--- config.mk ---
export PLATFORM = sky130hd
export DESIGN_NAME = busy_link_hub
export DESIGN_NICKNAME = d
export VERILOG_FILES = /design/src/rtl/busy_link_pkg.sv /design/src/rtl/busy_line_rx.sv /design/src/rtl/busy_line_tx.sv /design/src/rtl/busy_link_hub.sv
export SDC_FILE = /design/constraint.sdc
export NUM_CORES = 1
export LEC_CHECK = 0
export ABC_CLOCK_PERIOD_IN_PS = 2000
export BUFFER_PORTS_ARGS = -buffer_cell sky130_fd_sc_hd__buf_2
export CORE_MARGIN = 2
export CORE_UTILIZATION = 49
export CTS_BUF_LIST = sky130_fd_sc_hd__clkbuf_16
export CTS_CLUSTER_DIAMETER = 200
export DETAILED_ROUTE_END_ITERATION = 12
export PLACE_DENSITY = 0.65
export SYNTH_ARGS = -nofsm -noshare
export SYNTH_HDL_FRONTEND = slang
export SYNTH_SLANG_ARGS = --single-unit
--- constraint.sdc ---
create_clock -name clk -period 2 [get_ports clk]
set_input_delay 0.1 -clock clk [delete_from_list [all_inputs] [get_ports clk]]
set_output_delay 0.1 -clock clk [all_outputs]
set_load 0.005 [all_outputs]
--- src/rtl/busy_link_pkg.sv ---
package busy_link_pkg;
  // Modular increment used by the window and divider counters.
  function automatic int unsigned wrap_inc(input int unsigned v, input int unsigned lim);
    return (v >= lim - 1) ? 0 : v + 1;
  endfunction
endpackage

--- src/rtl/busy_line_rx.sv ---
module busy_line_rx #(
  parameter int SYNC_STAGES = 2,
  parameter int WIN_LEN     = 32,
  parameter int EDGE_MIN    = 3,
  parameter int QUIET_LEN   = 64
) (
  input  logic clk,
  input  logic rst,
  input  logic line_i,
  input  logic inv_i,
  output logic busy_o,
  output logic lvl_o
);
  import busy_link_pkg::*;
  localparam int WW = $clog2(WIN_LEN);
  localparam int EW = $clog2(EDGE_MIN + 1);
  localparam int QW = $clog2(QUIET_LEN);

  logic [SYNC_STAGES-1:0] sync_q;
  logic                   cur_q, prev_q;
  logic [WW-1:0]          win_q;
  logic [EW-1:0]          ecnt_q;
  logic [QW-1:0]          quiet_q;
  logic                   rise;

  always_ff @(posedge clk) begin
    if (rst) sync_q <= '0;
    else     sync_q <= {sync_q[SYNC_STAGES-2:0], line_i};
  end

  always_ff @(posedge clk) begin
    if (rst) begin
      cur_q  <= 1'b0;
      prev_q <= 1'b0;
      lvl_o  <= 1'b0;
    end else begin
      cur_q  <= sync_q[SYNC_STAGES-1] ^ inv_i;
      prev_q <= cur_q;
      lvl_o  <= sync_q[SYNC_STAGES-1] ^ inv_i;
    end
  end

  assign rise = cur_q & ~prev_q;

  always_ff @(posedge clk) begin
    if (rst) begin
      win_q   <= '0;
      ecnt_q  <= '0;
      quiet_q <= '0;
      busy_o  <= 1'b0;
    end else begin
      win_q <= WW'(wrap_inc(int'(win_q), WIN_LEN));
      if (win_q == WW'(WIN_LEN - 1))
        ecnt_q <= rise ? EW'(1) : '0;
      else if (rise && ecnt_q != EW'(EDGE_MIN))
        ecnt_q <= ecnt_q + EW'(1);

      if (rise) quiet_q <= '0;
      else if (quiet_q != QW'(QUIET_LEN - 1)) quiet_q <= quiet_q + QW'(1);

      if (rise && ecnt_q >= EW'(EDGE_MIN - 1) && win_q != WW'(WIN_LEN - 1))
        busy_o <= 1'b1;
      else if (!rise && quiet_q == QW'(QUIET_LEN - 1))
        busy_o <= 1'b0;
    end
  end
endmodule

--- src/rtl/busy_line_tx.sv ---
module busy_line_tx #(
  parameter int DIV = 4
) (
  input  logic clk,
  input  logic rst,
  input  logic busy_i,
  output logic line_o,
  output logic oe_o
);
  import busy_link_pkg::*;
  localparam int DW   = (DIV > 2) ? $clog2(DIV) : 1;
  localparam int HALF = DIV / 2;

  logic [DW-1:0] div_q;

  always_ff @(posedge clk) begin
    if (rst) begin
      div_q  <= '0;
      line_o <= 1'b0;
      oe_o   <= 1'b0;
    end else begin
      div_q  <= busy_i ? DW'(wrap_inc(int'(div_q), DIV)) : '0;
      line_o <= busy_i && (div_q >= DW'(HALF));
      oe_o   <= busy_i;
    end
  end
endmodule

--- src/rtl/busy_link_hub.sv ---
module busy_link_hub #(
  parameter int NPORTS      = 10,
  parameter int SYNC_STAGES = 2,
  parameter int WIN_LEN     = 32,
  parameter int EDGE_MIN    = 3,
  parameter int QUIET_LEN   = 64,
  parameter int DIV         = 4
) (
  input  logic              clk,
  input  logic              rst,
  input  logic [NPORTS-1:0] line_i,
  input  logic [NPORTS-1:0] inv_i,
  input  logic [NPORTS-1:0] port_en_i,
  output logic [NPORTS-1:0] busy_o,
  output logic [NPORTS-1:0] lvl_o,
  output logic              up_busy_o,
  output logic              up_line_o,
  output logic              up_oe_o
);
  logic [NPORTS-1:0] en_q;

  for (genvar g = 0; g < NPORTS; g++) begin : g_rx
    busy_line_rx #(
      .SYNC_STAGES(SYNC_STAGES), .WIN_LEN(WIN_LEN),
      .EDGE_MIN(EDGE_MIN), .QUIET_LEN(QUIET_LEN)
    ) u_rx (
      .clk(clk), .rst(rst), .line_i(line_i[g]), .inv_i(inv_i[g]),
      .busy_o(busy_o[g]), .lvl_o(lvl_o[g])
    );
  end

  always_ff @(posedge clk) begin
    if (rst) begin
      en_q      <= '0;
      up_busy_o <= 1'b0;
    end else begin
      en_q      <= port_en_i;
      up_busy_o <= |(busy_o & en_q);
    end
  end

  busy_line_tx #(.DIV(DIV)) u_tx (
    .clk(clk), .rst(rst), .busy_i(up_busy_o),
    .line_o(up_line_o), .oe_o(up_oe_o)
  );
endmodule

=== After elaboration in Yosys (flattened, before gate mapping) ===
Index checks and enable logic that the tools add are counted.

* Flip-flop bits (word level): 195
* Latch bits: 0
* RAM bits: 0
* ROM bits: 0
* Output and inout bits: 23
* Logic and storage cells: 353
* Memories kept: 0

* Add/sub/neg operators: 31
* Multipliers: 0
* Divide/modulo/power cells: 0
* Order comparisons: 22
* Equality and inequality tests: 50
* Shifts and indexed selects: 0
* Mux-type cells: 50
* Bitwise logic cells: 32
* Reduce and logical (&&, ||, !) cells: 93

{| class="wikitable"
|+ Operator list
! kind !! count
|-
| $add 6x1->6 const B || 10
|-
| $eq 6x6->1 const B || 10
|-
| $ne 6x6->1 const B || 10
|-
| $add 5x1->5 const B || 10
|-
| $eq 5x5->1 const B || 10
|-
| $ge 5x5->1 const B || 10
|-
| $ne 5x5->1 const B || 10
|-
| $logic_and 1x1->1 || 41
|-
| $mux 2 || 20
|-
| $reduce_bool 2->1 || 20
|-
| $reduce_or 2->1 || 20
|-
| $mux 1 || 30
|-
| $ge 2x2->1 const B || 12
|-
| $add 2x1->2 const B || 11
|-
| $ne 2x2->1 const B || 10
|-
| $not 1->1 || 11
|-
| $and 1x1->1 || 10
|-
| $and 10x10->10 || 1
|-
| $logic_not 1->1 || 10
|-
| $reduce_or 10->1 || 1
|-
| $xor 1x1->1 || 10
|-
| $reduce_or 3->1 || 1
|}

=== Depth between registers and ports, before layout ===
Gate-level depths: netlist of the first run.

* Depth after elaboration: 6
* Gate-level depth with buffers: 6
* Depth with buffers taken out: 6

=== Modules after synthesis ===
From an unflattened synthesis of the first run, not the netlist that was laid out.

* Cell total of the unflattened synthesis: 901
* Area, all modules: 8,588.2 µm²

{| class="wikitable"
|+ Modules (own cells, without submodules)
! module !! instances !! cells each !! area an instance (µm²)
|-
| busy_line_rx || 10 || 86 || 808.3
|-
| busy_link_hub || 1 || 28 || 349.1
|-
| busy_line_tx || 1 || 13 || 156.4
|}

=== Worst setup path before layout of the first run ===
OpenSTA, ideal clock, no wires.

* Path kind: reg2reg
* From: register g_rx[2].u_rx.win_q[0]
* To: register g_rx[2].u_rx.ecnt_q[1]
* Setup time: 0.070 ns
* Arrival: 1.415 ns
* Required time: 1.930 ns
* Setup slack: 0.516 ns
* Cell stages (with the launch flop): 6
* Path buffers: 0
* Period minus slack after synthesis: 1.484 ns
* Path through: dfxtp_1 ha_1 and3_1 ha_1 or3b_1 a21oi_1

* Longest elaborated chain between the ends: 2

{| class="wikitable"
|+ RTL lines
! element !! line !! source
|-
| start: declaration || busy_line_rx.sv:21 || <nowiki>logic [WW-1:0] win_q;</nowiki>
|-
| start signal: assignment || busy_line_rx.sv:52 || <nowiki>win_q <= WW'(wrap_inc(int'(win_q), WIN_LEN));</nowiki>
|-
| $eq 5x5->1 * || busy_line_rx.sv:53 || <nowiki>if (win_q == WW'(WIN_LEN - 1))</nowiki>
|-
| $mux 2 / $reduce_bool 2->1 (equally long branches) || -- ||
|-
| end signal: assignment || busy_line_rx.sv:54 || <nowiki>ecnt_q <= rise ? EW'(1) : '0;</nowiki>
|-
| end signal: assignment || busy_line_rx.sv:56 || <nowiki>ecnt_q <= ecnt_q + EW'(1);</nowiki>
|-
| end: declaration || busy_line_rx.sv:22 || <nowiki>logic [EW-1:0] ecnt_q;</nowiki>
|}

Mark *: on every way between the ends. The rest lies on a longest branch, timed or not.
A chain may end at the register's enable or synchronous reset.

=== Worst setup path in the final report of the first run ===
* From: register g_rx[3].u_rx.win_q[0]
* To: register g_rx[3].u_rx.ecnt_q[1]

* Longest elaborated chain between the ends: 2

{| class="wikitable"
|+ RTL lines
! element !! line
|-
| start: declaration || busy_line_rx.sv:21
|-
| start signal: assignment || busy_line_rx.sv:52
|-
| $eq 5x5->1 * || busy_line_rx.sv:53
|-
| $mux 2 / $reduce_bool 2->1 (equally long branches) || --
|-
| end signal: assignment || busy_line_rx.sv:54
|-
| end signal: assignment || busy_line_rx.sv:56
|-
| end: declaration || busy_line_rx.sv:22
|}

Marks and branches as above.

==> flow_summary.json, run 1 <==
{
  "synth_area_leader_cell": "sky130_fd_sc_hd__dfxtp_1",
  "route.met2.wl_um": 6480,
  "worst_hold_path_type": "in2reg",
  "timing.critical_path.max_delay_family": "simple AND/OR/NAND/NOR gates",
  "pleak_nw": 3.92,
  "worstSetupEndpointType": "flip-flop",
  "drt_wl_total_um": 14500,
  "critPathArrivalTime_ps": 1970,
  "yosysSeqAreaShare_pct": 46.3,
  "netlist.area_leader.share_pct": 46.3,
  "worst_setup_start_kind": "flip-flop",
  "cts_hold_buf": 30,
  "initialDrtViolationCount": 275,
  "vdd_ir_max_uv": 756,
  "fp.dieW_um": 135,
  "tritoncts": "yes",
  "finalCoreUtilization_pct": 57.8,
  "synthesis.yosys.warnings": 0,
  "clock_power_share_pct": 40.0,
  "finalSetupViolCount": 0,
  "p_seq_share_pct": 52.8,
  "avgRoutedWirePerCell_um": 12.2,
  "clock_insertion_delay_worst_skew_ps": 420,
  "timing_worst_setup_path_type": "reg2reg",
  "placement_rows": 47,
  "drc_errors": 0,
  "vias_per_cell": 5.17,
  "commonest_register_cell_after_synthesis": "sky130_fd_sc_hd__dfxtp_1",
  "post_route_cells_drive_above_1_share_pct": 9.77,
  "clock-skew-final_ps": 7.95,
  "outcome": "completed",
  "syn_inst": 879,
  "p_switching_w": 0.00182,
  "clk_pin_slew_ps": 70,
  "cp_common_cell": "sky130_fd_sc_hd__ha_1",
  "cts_buffer_depth": 2,
  "wl_met1_um": 7350,
  "ys_top_cells_by_area": "sky130_fd_sc_hd__dfxtp_1 (46%), sky130_fd_sc_hd__ha_1 (9.2%), sky130_fd_sc_hd__nor2b_1 (3.5%)",
  "groute.usage.overall_pct": 16.9,
  "cts-root-buf": "sky130_fd_sc_hd__clkbuf_16",
  "power.internal_w": 0.00618,
  "postRouteAntennaNets": 0,
  "postLayoutSetupSlackWorst_ps": 377,
  "synthesis.nets": 973,
  "timing.critical_path.cells": "ha_1 > and3_1 > ha_1 > or3b_1 > a21oi_1",
  "unrepaired_setup_endpoints_after_global_routing": "false",
  "report.final.hold_viol_count": 0,
  "starting_density_pct": 50.5,
  "drv_slew": 0,
  "clock_tree.htree_level_count": 4,
  "crit_fanout": 7,
  "clkSinkCount": 195,
  "maxCapViolCount": 0,
  "dr.max_layer_used": "met4",
  "cts_post_setup_buffers_inserted": 0,
  "wl_met3_um": 523,
  "asr_flop_ratio_synth_pct": 0,
  "period_utilization_post_route_pct": 81.1,
  "numPortBuffers": 54,
  "nFillCells": 1484,
  "initial_antenna_violation_count": 0,
  "die_height_um": 135,
  "fmax_ghz": 0.616,
  "critPathMaxStageDelay_ps": 390,
  "ys_ff_latch": 195,
  "max-slew-margin-rel_pct": 58.6,
  "finish.instance_area_um2": 9650,
  "power.switching_fraction_pct": 22.7,
  "syn_area_um2": 8430,
  "syn_area_per_cell_um2": 9.59,
  "synthDistinctLibCells": 46,
  "worst_pin_slew_ps": 621,
  "wire_length_of_the_first_global_routing_pass_um": 25400,
  "crit_required_ps": 2340,
  "share_comb_of_total_power_pct": 7.2,
  "finalNetCount": 1044,
  "tns_ps": 0,
  "drt-pass1-iter-count": 4,
  "synth-edff-count": 0,
  "globalplace.congestion": 0.825,
  "antenna_cells_inserted": 0,
  "grt_max_degree": 56,
  "overflow": 0,
  "fp.coreArea_um2": 16700,
  "design.die.area_um2": 18300,
  "power-per-cell-area_nw_per_um2": 829,
  "cts-resized-gates": 0,
  "cts_inserted_buffers": 17,
  "worstPathBufferInverterCount": 0,
  "dp.final_hpwl_um": 9940,
  "finalWorstPathRequiredPeriod_ps": 1620,
  "post_dp_cell_area_um2": 8800,
  "synth.most_common_cell": "sky130_fd_sc_hd__dfxtp_1",
  "io-pin-count": 55,
  "cpMaxStageDelayCell": "sky130_fd_sc_hd__or3b_1",
  "num_vias": 6112,
  "first_global_vias": 5722,
  "layout-area-overhead-vs-synth_pct": 14.4,
  "setup_slack_after_placement_ps": 408,
  "synth_commonest_cells": "sky130_fd_sc_hd__dfxtp_1 (195), sky130_fd_sc_hd__ha_1 (62), sky130_fd_sc_hd__nor3_1 (54)"
}
state kept, by name, indices dropped and copies added (netlist names):
signal             flops
g_rx.u_rx.prev_q      10
g_rx.u_rx.quiet_q     60
u_tx.line_o            1
en_q                  10
g_rx.u_rx.win_q       50
up_busy_o              1
g_rx.u_rx.lvl_o       10
u_tx.div_q             2
g_rx.u_rx.busy_o      10
g_rx.u_rx.sync_q      20
g_rx.u_rx.ecnt_q      20
u_tx.oe_o              1
routing by layer:
| layer | vias up | track usage [%] |
|---|---|---|
| met5 | - | 0 |
| met4 | 0 | 4.51 |
| li1 | 3246 | - |
| met1 | 2774 | 22.0 |
| met2 | 83 | 27.6 |
| met3 | 9 | 4.56 |
worst register-to-register path, stage by stage (launching register included):
cell                      delay [ps]
sky130_fd_sc_hd__dfxtp_1         330
sky130_fd_sc_hd__ha_1            220
sky130_fd_sc_hd__and3_1          200
sky130_fd_sc_hd__ha_1            250
sky130_fd_sc_hd__or3b_1          390
sky130_fd_sc_hd__a21oi_1         150
power groups by stage:
| stage | Combinational, W | Sequential (W) | Clock (W) |
|---|---|---|---|
| 4_1_cts | 0.000585 | 0.00422 | 0.00330 |
| 3_3_place_gp | 0.000527 | 0.00430 | 0 |
| 5_1_grt | 0.000669 | 0.00425 | 0.00347 |
| 2_1_floorplan | 0.000429 | 0.00427 | 0 |
| 3_5_place_dp | 0.000534 | 0.00430 | 0 |
| 6_report | 0.000577 | 0.00422 | 0.00320 |
worst paths after layout:
kind / start / to / slack [ps] / depth (start not counted)
max: g_rx[3].u_rx.win_q[0]$_SDFF_PP0_ / g_rx[3].u_rx.ecnt_q[1]$_SDFFE_PP0P_ / 380 / 5
min reg2reg: g_rx[2].u_rx.sync_q[0]$_SDFF_PP0_ / g_rx[2].u_rx.sync_q[1]$_SDFF_PP0_ / 430 / 1
max reg2reg: g_rx[3].u_rx.win_q[0]$_SDFF_PP0_ / g_rx[3].u_rx.ecnt_q[1]$_SDFFE_PP0P_ / 380 / 5
min: rst / g_rx[8].u_rx.prev_q$_SDFF_PP0_ / 190 / 2
cell type report:
type,instances,area [um2],area share (%)
tap,220,275,2.85
sequential,195,3900,40.5
multi-input combinational,607,4140,42.9
clock inverter,14,125,1.30
timing repair buffer,95,656,6.79
inverter,34,128,1.32
clock buffer,17,425,4.41
cell families (layout without fill, tap and decap cells):
family          count (synthesis)  count (layout)  share of synthesized area, %
buf+inv                        77             160                          4.64
flops                         195             195                          46.3
xor+xnor                       44              44                          4.57
simple gates                  327             327                          21.9
compound gates                174             174                          13.4
fa+ha+maj                      62              62                          9.20
metrics by stage:
step	hold WS [ps]	cells	power [W]
2_1_floorplan	225	879	0.00470
3_3_place_gp	305	1121	0.00483
6_report	186	1182	0.00800
4_1_cts	188	1182	0.00810
3_5_place_dp	313	1121	0.00484
5_1_grt	209	1182	0.00838
cells in the final DEF, fill, tap and decap left out, types with 4 or more instances in the layout:
cell type,instances
sky130_fd_sc_hd__and2_1,23
sky130_fd_sc_hd__clkbuf_16,17
sky130_fd_sc_hd__or3b_1,10
sky130_fd_sc_hd__dfxtp_1,195
sky130_fd_sc_hd__a2bb2oi_1,8
sky130_fd_sc_hd__a211oi_1,9
sky130_fd_sc_hd__a311oi_1,8
sky130_fd_sc_hd__nor3_1,54
sky130_fd_sc_hd__and3_1,23
sky130_fd_sc_hd__and4_1,5
sky130_fd_sc_hd__o21bai_1,4
sky130_fd_sc_hd__dlygate4sd3_1,30
sky130_fd_sc_hd__nand3_1,36
sky130_fd_sc_hd__nor2b_1,47
sky130_fd_sc_hd__nor3b_1,15
sky130_fd_sc_hd__or2_0,8
sky130_fd_sc_hd__a31oi_1,8
sky130_fd_sc_hd__o31ai_1,10
sky130_fd_sc_hd__o21a_1,5
sky130_fd_sc_hd__xor2_1,26
sky130_fd_sc_hd__a2111oi_0,4
sky130_fd_sc_hd__a21oi_1,49
sky130_fd_sc_hd__xnor2_1,18
sky130_fd_sc_hd__nand2_1,27
sky130_fd_sc_hd__o21ai_0,33
sky130_fd_sc_hd__nor4b_1,5
sky130_fd_sc_hd__a21boi_0,9
sky130_fd_sc_hd__buf_2,53
sky130_fd_sc_hd__ha_1,62
sky130_fd_sc_hd__o211ai_1,9
sky130_fd_sc_hd__inv_1,37
sky130_fd_sc_hd__a221oi_1,12
sky130_fd_sc_hd__nand4_1,6
sky130_fd_sc_hd__buf_4,12
sky130_fd_sc_hd__nor2_1,52
Power figures use the tool's default switching activity.
==> run 2, diff against run 1 <==
--- a/config.mk
+++ b/config.mk
@@ -5,7 +5,7 @@
 export SDC_FILE = /design/constraint.sdc
 export NUM_CORES = 1
 export LEC_CHECK = 0
-export ABC_CLOCK_PERIOD_IN_PS = 2000
+export ABC_CLOCK_PERIOD_IN_PS = 1700
 export BUFFER_PORTS_ARGS = -buffer_cell sky130_fd_sc_hd__buf_2
 export CORE_MARGIN = 2
 export CORE_UTILIZATION = 49
==> constraint.sdc (replaced) <==
create_clock -name clk -period 1.7 [get_ports clk]
set_input_delay 0.085 -clock clk [delete_from_list [all_inputs] [get_ports clk]]
set_output_delay 0.085 -clock clk [all_outputs]
set_load 0.005 [all_outputs]
==> run 2 against run 1 <==
  * Combinational power is 18% higher
  * Sequential power is 18% higher
  * Count of clock-buffer cells in the layout stayed put
==> flow_summary.json, run 2 (synthesis results as in run 1) <==
{
  "outcome": "completed",
  "period_utilization_post_route_pct": 94.7,
  "largest-register": "g_rx.u_rx.quiet_q",
  "power.switching_fraction_pct": 22.3,
  "report.power.total_w": 0.00933,
  "globalplace.congestion": 0.809,
  "clock-skew-final_ps": 6.56,
  "cts_buffer_depth": 2,
  "cts-root-buf": "sky130_fd_sc_hd__clkbuf_16",
  "pleak_nw": 3.94,
  "critical_path_cell_count": 5,
  "worst_hold_path_type": "in2reg",
  "design.die.area_um2": 18300,
  "placement_rows": 47,
  "grt_max_degree": 47,
  "nFillCells": 1463,
  "fp.dieW_um": 135,
  "clock_power_share_pct": 39.5,
  "max-slew-margin-rel_pct": 62.9,
  "drt-pass1-iter-count": 7,
  "r2r-end": "g_rx[3].u_rx.ecnt_q[1]$_SDFFE_PP0P_",
  "reg.largest.list": "g_rx.u_rx.quiet_q x60, g_rx.u_rx.win_q x50",
  "post_route_cells_drive_above_1_share_pct": 9.57,
  "timing.critical_path.max_delay_family": "simple AND/OR/NAND/NOR gates",
  "drv_slew": 0,
  "starting_density_pct": 50.5,
  "rr_worst_depth": 5,
  "p_switching_w": 0.00208,
  "fp.coreArea_um2": 16700,
  "numPortBuffers": 54,
  "timing_worst_setup_path_type": "reg2reg",
  "drt_wl_total_um": 14600,
  "num_vias": 6130,
  "worst_pin_slew_ps": 557,
  "first_global_vias": 5677,
  "overflow": 0,
  "p_seq_share_pct": 53.2,
  "critPathArrivalTime_ps": 1970,
  "clkSinkCount": 195,
  "finalNetCount": 1043,
  "most_used_cells_in_the_layout_excluding_fill_and_tap_cells": "sky130_fd_sc_hd__dfxtp_1 (195), sky130_fd_sc_hd__ha_1 (62), sky130_fd_sc_hd__nor3_1 (54)",
  "worstPathBufferInverterCount": 0,
  "die_height_um": 135,
  "critPathLaunch": "g_rx[3].u_rx.win_q[0]$_SDFF_PP0_",
  "fmax_ghz": 0.621,
  "worstSetupEndpointType": "flip-flop",
  "tns_ps": 0,
  "cp_common_cell": "sky130_fd_sc_hd__ha_1",
  "report.final.hold_viol_count": 0,
  "wire_length_of_the_first_global_routing_pass_um": 25000,
  "crit_required_ps": 2060,
  "critPathMaxStageDelay_ps": 390,
  "maxCapViolCount": 0,
  "groute.usage.overall_pct": 16.8,
  "io-pin-count": 55,
  "worst_setup_start_kind": "flip-flop",
  "vdd_ir_max_uv": 790,
  "unrepaired_setup_endpoints_after_global_routing": "false",
  "clock_insertion_delay_worst_skew_ps": 430,
  "cpMaxStageDelayCell": "sky130_fd_sc_hd__or3b_1",
  "layout-area-overhead-vs-synth_pct": 14.8,
  "crit_fanout": 7,
  "initial_antenna_violation_count": 0,
  "initialDrtViolationCount": 198,
  "max_ffs_per_register": 60,
  "power-per-cell-area_nw_per_um2": 964,
  "ff2ff_setup_slack_ps": 90,
  "finalWorstPathRequiredPeriod_ps": 1610,
  "finalSetupViolCount": 0,
  "tritoncts": "yes",
  "power.internal_w": 0.00725,
  "dp.final_hpwl_um": 9810,
  "timing.critical_path.cells": "ha_1 > and3_1 > ha_1 > or3b_1 > a21oi_1",
  "clock_tree.htree_level_count": 4,
  "cts_inserted_buffers": 17,
  "postRouteAntennaNets": 0,
  "avgRoutedWirePerCell_um": 12.3,
  "endpoint": "g_rx[3].u_rx.ecnt_q[1]$_SDFFE_PP0P_",
  "mostFrequentLayoutCell": "sky130_fd_sc_hd__dfxtp_1",
  "antenna_cells_inserted": 0,
  "drc_errors": 0,
  "vias_per_cell": 5.19,
  "clk_pin_slew_ps": 60,
  "crit-reg2reg-launch": "g_rx[3].u_rx.win_q[0]$_SDFF_PP0_",
  "share_comb_of_total_power_pct": 7.3
}
## run 2: worst reg2reg max path: stages (launching register included)
cell                      delay, ps
sky130_fd_sc_hd__dfxtp_1        330
sky130_fd_sc_hd__ha_1           220
sky130_fd_sc_hd__and3_1         200
sky130_fd_sc_hd__ha_1           260
sky130_fd_sc_hd__or3b_1         390
sky130_fd_sc_hd__a21oi_1        130
## run 2: per-stage QoR
step	utilization, %	cell area [um2]	hold WS, ps	setup slack (ps)	std cells
final	58.0	9680	142	90.9	1181
after global routing	58.0	9680	150	1.59	1181
after CTS	57.8	9650	126	87.0	1181
after detailed placement	52.8	8820	293	102	1120
after global placement	52.8	8820	292	152	1120
after floorplan	-	8430	210	216	879
## run 2: how the worst min path moves through the flow
| stage | from | depth (start not counted) | slack (ps) | end |
|---|---|---|---|---|
| finish | rst | 2 | 140 | g_rx[1].u_rx.lvl_o$_SDFF_PP0_ |
| global route | rst | 2 | 150 | g_rx[1].u_rx.lvl_o$_SDFF_PP0_ |
| CTS | rst | 2 | 130 | g_rx[2].u_rx.prev_q$_SDFF_PP0_ |
| detailed placement | port_en_i[4] | 2 | 290 | en_q[4]$_SDFF_PP0_ |
| global placement | line_i[2] | 2 | 290 | g_rx[2].u_rx.sync_q[0]$_SDFF_PP0_ |
| floorplan | port_en_i[4] | 1 | 210 | en_q[4]$_SDFF_PP0_ |
## run 2: power groups by stage
stage | logic [W] | registers [W] | clock network [W]
4_1_cts | 0.000687 | 0.00496 | 0.00380
5_1_grt | 0.000794 | 0.00500 | 0.00400
3_3_place_gp | 0.000625 | 0.00506 | 0
3_5_place_dp | 0.000629 | 0.00506 | 0
6_report | 0.000683 | 0.00497 | 0.00368
2_1_floorplan | 0.000505 | 0.00502 | 0
## run 2: layout make-up
class / instances / area, um2 / area share, %
Sequential cell: 195 / 3900 / 40.3
Clock buffer: 17 / 425 / 4.39
Tap cell: 220 / 275 / 2.84
Inverter: 34 / 128 / 1.32
Timing Repair Buffer: 94 / 673 / 6.95
Clock inverter: 14 / 106 / 1.10
Multi-Input combinational cell: 607 / 4170 / 43.1
## run 2: what timing repair did
item	in CTS	in global routing
buffers inserted	0	0
hold buffers	30	0
endpoints found under the hold margin	30	0
endpoints found under the setup margin	0	12
resized for setup	0	5
## run 2: per-layer routing
metal  vias to the layer above  global-route usage (%)  routed length [um]
li1                       3239                       -                   -
met1                      2790                    21.4                7220
met2                        88                    27.3                6580
met3                        13                    5.01                 562
met4                         0                    5.56                 194
met5                         -                       0                   0
==> run 3, diff against run 2 <==
--- a/config.mk
+++ b/config.mk
@@ -5,6 +5,7 @@
 export SDC_FILE = /design/constraint.sdc
 export NUM_CORES = 1
 export LEC_CHECK = 0
+export ABC_AREA = 1
 export ABC_CLOCK_PERIOD_IN_PS = 1700
 export BUFFER_PORTS_ARGS = -buffer_cell sky130_fd_sc_hd__buf_2
 export CORE_MARGIN = 2
@@ -13,6 +14,7 @@
 export CTS_CLUSTER_DIAMETER = 200
 export DETAILED_ROUTE_END_ITERATION = 12
 export PLACE_DENSITY = 0.65
+export SKIP_CTS_REPAIR_TIMING = 1
 export SYNTH_ARGS = -nofsm -noshare
 export SYNTH_HDL_FRONTEND = slang
 export SYNTH_SLANG_ARGS = --single-unit
==> run 3 against run 2 <==
  * Combinational power increased by 24%
  * Die area increased by 3.5%
  * Final cell count up 21%
  * Core utilization down 0.31 points
  * Critical path depth rose by 2
  * Worst setup slack gained 130 ps
  * Sequential power about the same
  * Sequential cell count stayed put
  * Total power increased by 6.0%
  * Non-clock buffer count down 4
  * Global-route usage shrank 0.22 points
==> flow_summary.json, run 3 <==
{
  "outcome": "completed",
  "worst_setup_start_kind": "flip-flop",
  "initial_antenna_violation_count": 0,
  "timing_worst_setup_path_type": "reg2reg",
  "tns_ps": 0,
  "clkSinkCount": 195,
  "fmax_ghz": 0.677,
  "initialDrtViolationCount": 220,
  "tritoncts": "yes",
  "wire_length_of_the_first_global_routing_pass_um": 25200,
  "avgRoutedWirePerCell_um": 10.3,
  "design.die.area_um2": 18900,
  "maxCapViolCount": 0,
  "worst_hold_path_type": "in2reg",
  "unrepaired_setup_endpoints_after_global_routing": "false",
  "worst_pin_slew_ps": 444,
  "synth_commonest_cells": "sky130_fd_sc_hd__nor2_1 (262), sky130_fd_sc_hd__dfxtp_1 (195), sky130_fd_sc_hd__nand2_1 (168)",
  "groute.usage.overall_pct": 16.5,
  "hold_slack_ps": 393,
  "period_utilization_post_route_pct": 86.9,
  "cts_inserted_buffers": 17,
  "starting_density_pct": 50.4,
  "die_height_um": 138,
  "postRouteAntennaNets": 0,
  "synthesis.yosys.warnings": 0,
  "crit_required_ps": 2070,
  "ys_top_cells_by_area": "sky130_fd_sc_hd__dfxtp_1 (45%), sky130_fd_sc_hd__nor2_1 (11%), sky130_fd_sc_hd__ha_1 (8.9%)",
  "critPathLaunch": "g_rx[1].u_rx.win_q[0]$_SDFF_PP0_",
  "critPathMaxStageDelay_ps": 330,
  "power-per-cell-area_nw_per_um2": 989,
  "clock-skew-final_ps": 8.26,
  "first_global_vias": 5903,
  "synth.most_common_cell": "sky130_fd_sc_hd__nor2_1",
  "asr_flop_ratio_synth_pct": 0,
  "dp.final_hpwl_um": 10400,
  "mostFrequentLayoutCell": "sky130_fd_sc_hd__nor2_1",
  "timing.critical_path.cells": "ha_1 > and3_1 > ha_1 > or2_2 > nand2_1 > a21oi_1 > nor2_1",
  "finalSetupViolCount": 0,
  "syn_area_um2": 8740,
  "max_ffs_per_register": 60,
  "ff2ff_setup_slack_ps": 220,
  "io-pin-count": 55,
  "finalNetCount": 1288,
  "finish.instance_area_um2": 10000,
  "synthDistinctLibCells": 32,
  "worstSetupEndpointType": "flip-flop",
  "syn_area_per_cell_um2": 7.83,
  "synth-edff-count": 0,
  "netlist.area_leader.share_pct": 44.7,
  "r2r-end": "g_rx[1].u_rx.ecnt_q[0]$_SDFFE_PP0P_",
  "clock_insertion_delay_worst_skew_ps": 430,
  "crit-reg2reg-launch": "g_rx[1].u_rx.win_q[0]$_SDFF_PP0_",
  "clk_pin_slew_ps": 70,
  "commonest_register_cell_after_synthesis": "sky130_fd_sc_hd__dfxtp_1",
  "endpoint": "g_rx[1].u_rx.ecnt_q[0]$_SDFFE_PP0P_",
  "cts-root-buf": "sky130_fd_sc_hd__clkbuf_16",
  "pleak_nw": 4.54,
  "syn_inst": 1116,
  "finalWorstPathRequiredPeriod_ps": 1480,
  "post_dp_cell_area_um2": 9100,
  "reg.largest.list": "g_rx.u_rx.quiet_q x60, g_rx.u_rx.win_q x50",
  "numPortBuffers": 54,
  "num_vias": 6600,
  "drv_slew": 0,
  "vias_per_cell": 4.62,
  "yosysSeqAreaShare_pct": 44.7,
  "ys_ff_latch": 195,
  "hp-start": "line_i[7]",
  "most_used_cells_in_the_layout_excluding_fill_and_tap_cells": "sky130_fd_sc_hd__nor2_1 (262), sky130_fd_sc_hd__dfxtp_1 (195), sky130_fd_sc_hd__nand2_1 (168)",
  "vdd_ir_max_uv": 773,
  "post_route_cells_drive_above_1_share_pct": 10.9,
  "drt_wl_total_um": 14700,
  "drc_errors": 0,
  "drt-pass1-iter-count": 4,
  "layout-area-overhead-vs-synth_pct": 14.5,
  "crit_fanout": 4,
  "critical_path_cell_count": 7,
  "worstPathBufferInverterCount": 0,
  "antenna_cells_inserted": 0,
  "synth_area_leader_cell": "sky130_fd_sc_hd__dfxtp_1",
  "fp.coreArea_um2": 17400,
  "placement_rows": 48,
  "max-slew-margin-rel_pct": 70.3,
  "synthesis.nets": 1210,
  "clock_tree.htree_level_count": 4,
  "report.final.hold_viol_count": 0,
  "cp_common_cell": "sky130_fd_sc_hd__ha_1",
  "globalplace.congestion": 0.796,
  "critPathArrivalTime_ps": 1850,
  "cpMaxStageDelayCell": "sky130_fd_sc_hd__dfxtp_1",
  "rr_worst_depth": 7,
  "timing.critical_path.max_delay_family": "simple AND/OR/NAND/NOR gates",
  "overflow": 0,
  "cts_buffer_depth": 2,
  "grt_max_degree": 28,
  "fp.dieW_um": 138,
  "largest-register": "g_rx.u_rx.quiet_q"
}
run 3: cell types whose count changed after synthesis, sizes merged, moves of 12 or more:
cell    before  now
and3        23    5
nor2        52  274
nor2b       50    0
nand2       27  169
nor3        54   15
a221oi      12    0
nand3       36   55
inv         34  139
nor3b       15    0
and2        26    0
xor2        26   10
run 3: through the flow:
| stage | worst slack, ps | utilization [%] | total power (W) | cells |
|---|---|---|---|---|
| after global placement | 262 | 52.4 | 0.00586 | 1369 |
| final | 222 | 57.7 | 0.00989 | 1430 |
| after global routing | 122 | 57.7 | 0.0104 | 1430 |
| after detailed placement | 228 | 52.4 | 0.00588 | 1369 |
| after floorplan | 298 | - | 0.00569 | 1116 |
| after CTS | 217 | 55.9 | 0.00997 | 1399 |
run 3: layout make-up:
class / count / area, um2
inverter: 140 / 527
clock buffer: 17 / 425
multi-input combinational: 750 / 4070
clock inverter: 13 / 169
sequential: 195 / 3900
fill: 1598 / 7350
tap: 225 / 282
timing repair buffer: 90 / 631
run 3: tightest hold or removal path, cell delays in order:
cell                            delay, ps
sky130_fd_sc_hd__dlygate4sd3_1        520
sky130_fd_sc_hd__buf_2                 90
sky130_fd_sc_hd__inv_1                 30
sky130_fd_sc_hd__nor2_1                60
run 3: how the worst min path moves through the flow:
stage	cells past startpoint	end	slack, ps
final	4	g_rx[7].u_rx.sync_q[0]$_SDFF_PP0_	390
after global routing	4	g_rx[8].u_rx.sync_q[0]$_SDFF_PP0_	400
after CTS	3	g_rx[2].u_rx.sync_q[0]$_SDFF_PP0_	-160
after detailed placement	3	g_rx[2].u_rx.sync_q[0]$_SDFF_PP0_	290
after global placement	3	g_rx[9].u_rx.sync_q[0]$_SDFF_PP0_	290
after floorplan	2	en_q[0]$_SDFF_PP0_	190
run 3: logic make-up after synthesis:
family / after synthesis / share of synthesized area (%)
simple gates: 549 / 27.4
flops: 195 / 44.7
buf+inv: 171 / 8.77
compound gates: 106 / 7.01
fa+ha+maj: 62 / 8.87
xor+xnor: 33 / 3.31
run 3: power breakdown:
group	total, W	leakage [nW]	internal [W]	switching (W)
combinational	0.000844	2.64	0.000401	0.000443
sequential	0.00498	1.60	0.00481	0.000172
clock	0.00407	0.297	0.00242	0.00165
run 3: per-layer routing:
layer  up-vias  GRT usage [%]  routed length (um)
li1       3627              -                   -
met1      2898           20.4                7380
met2        65           28.0                6780
met3        10           5.00                 475
met4         0           4.47                 112
met5         -              0                   0
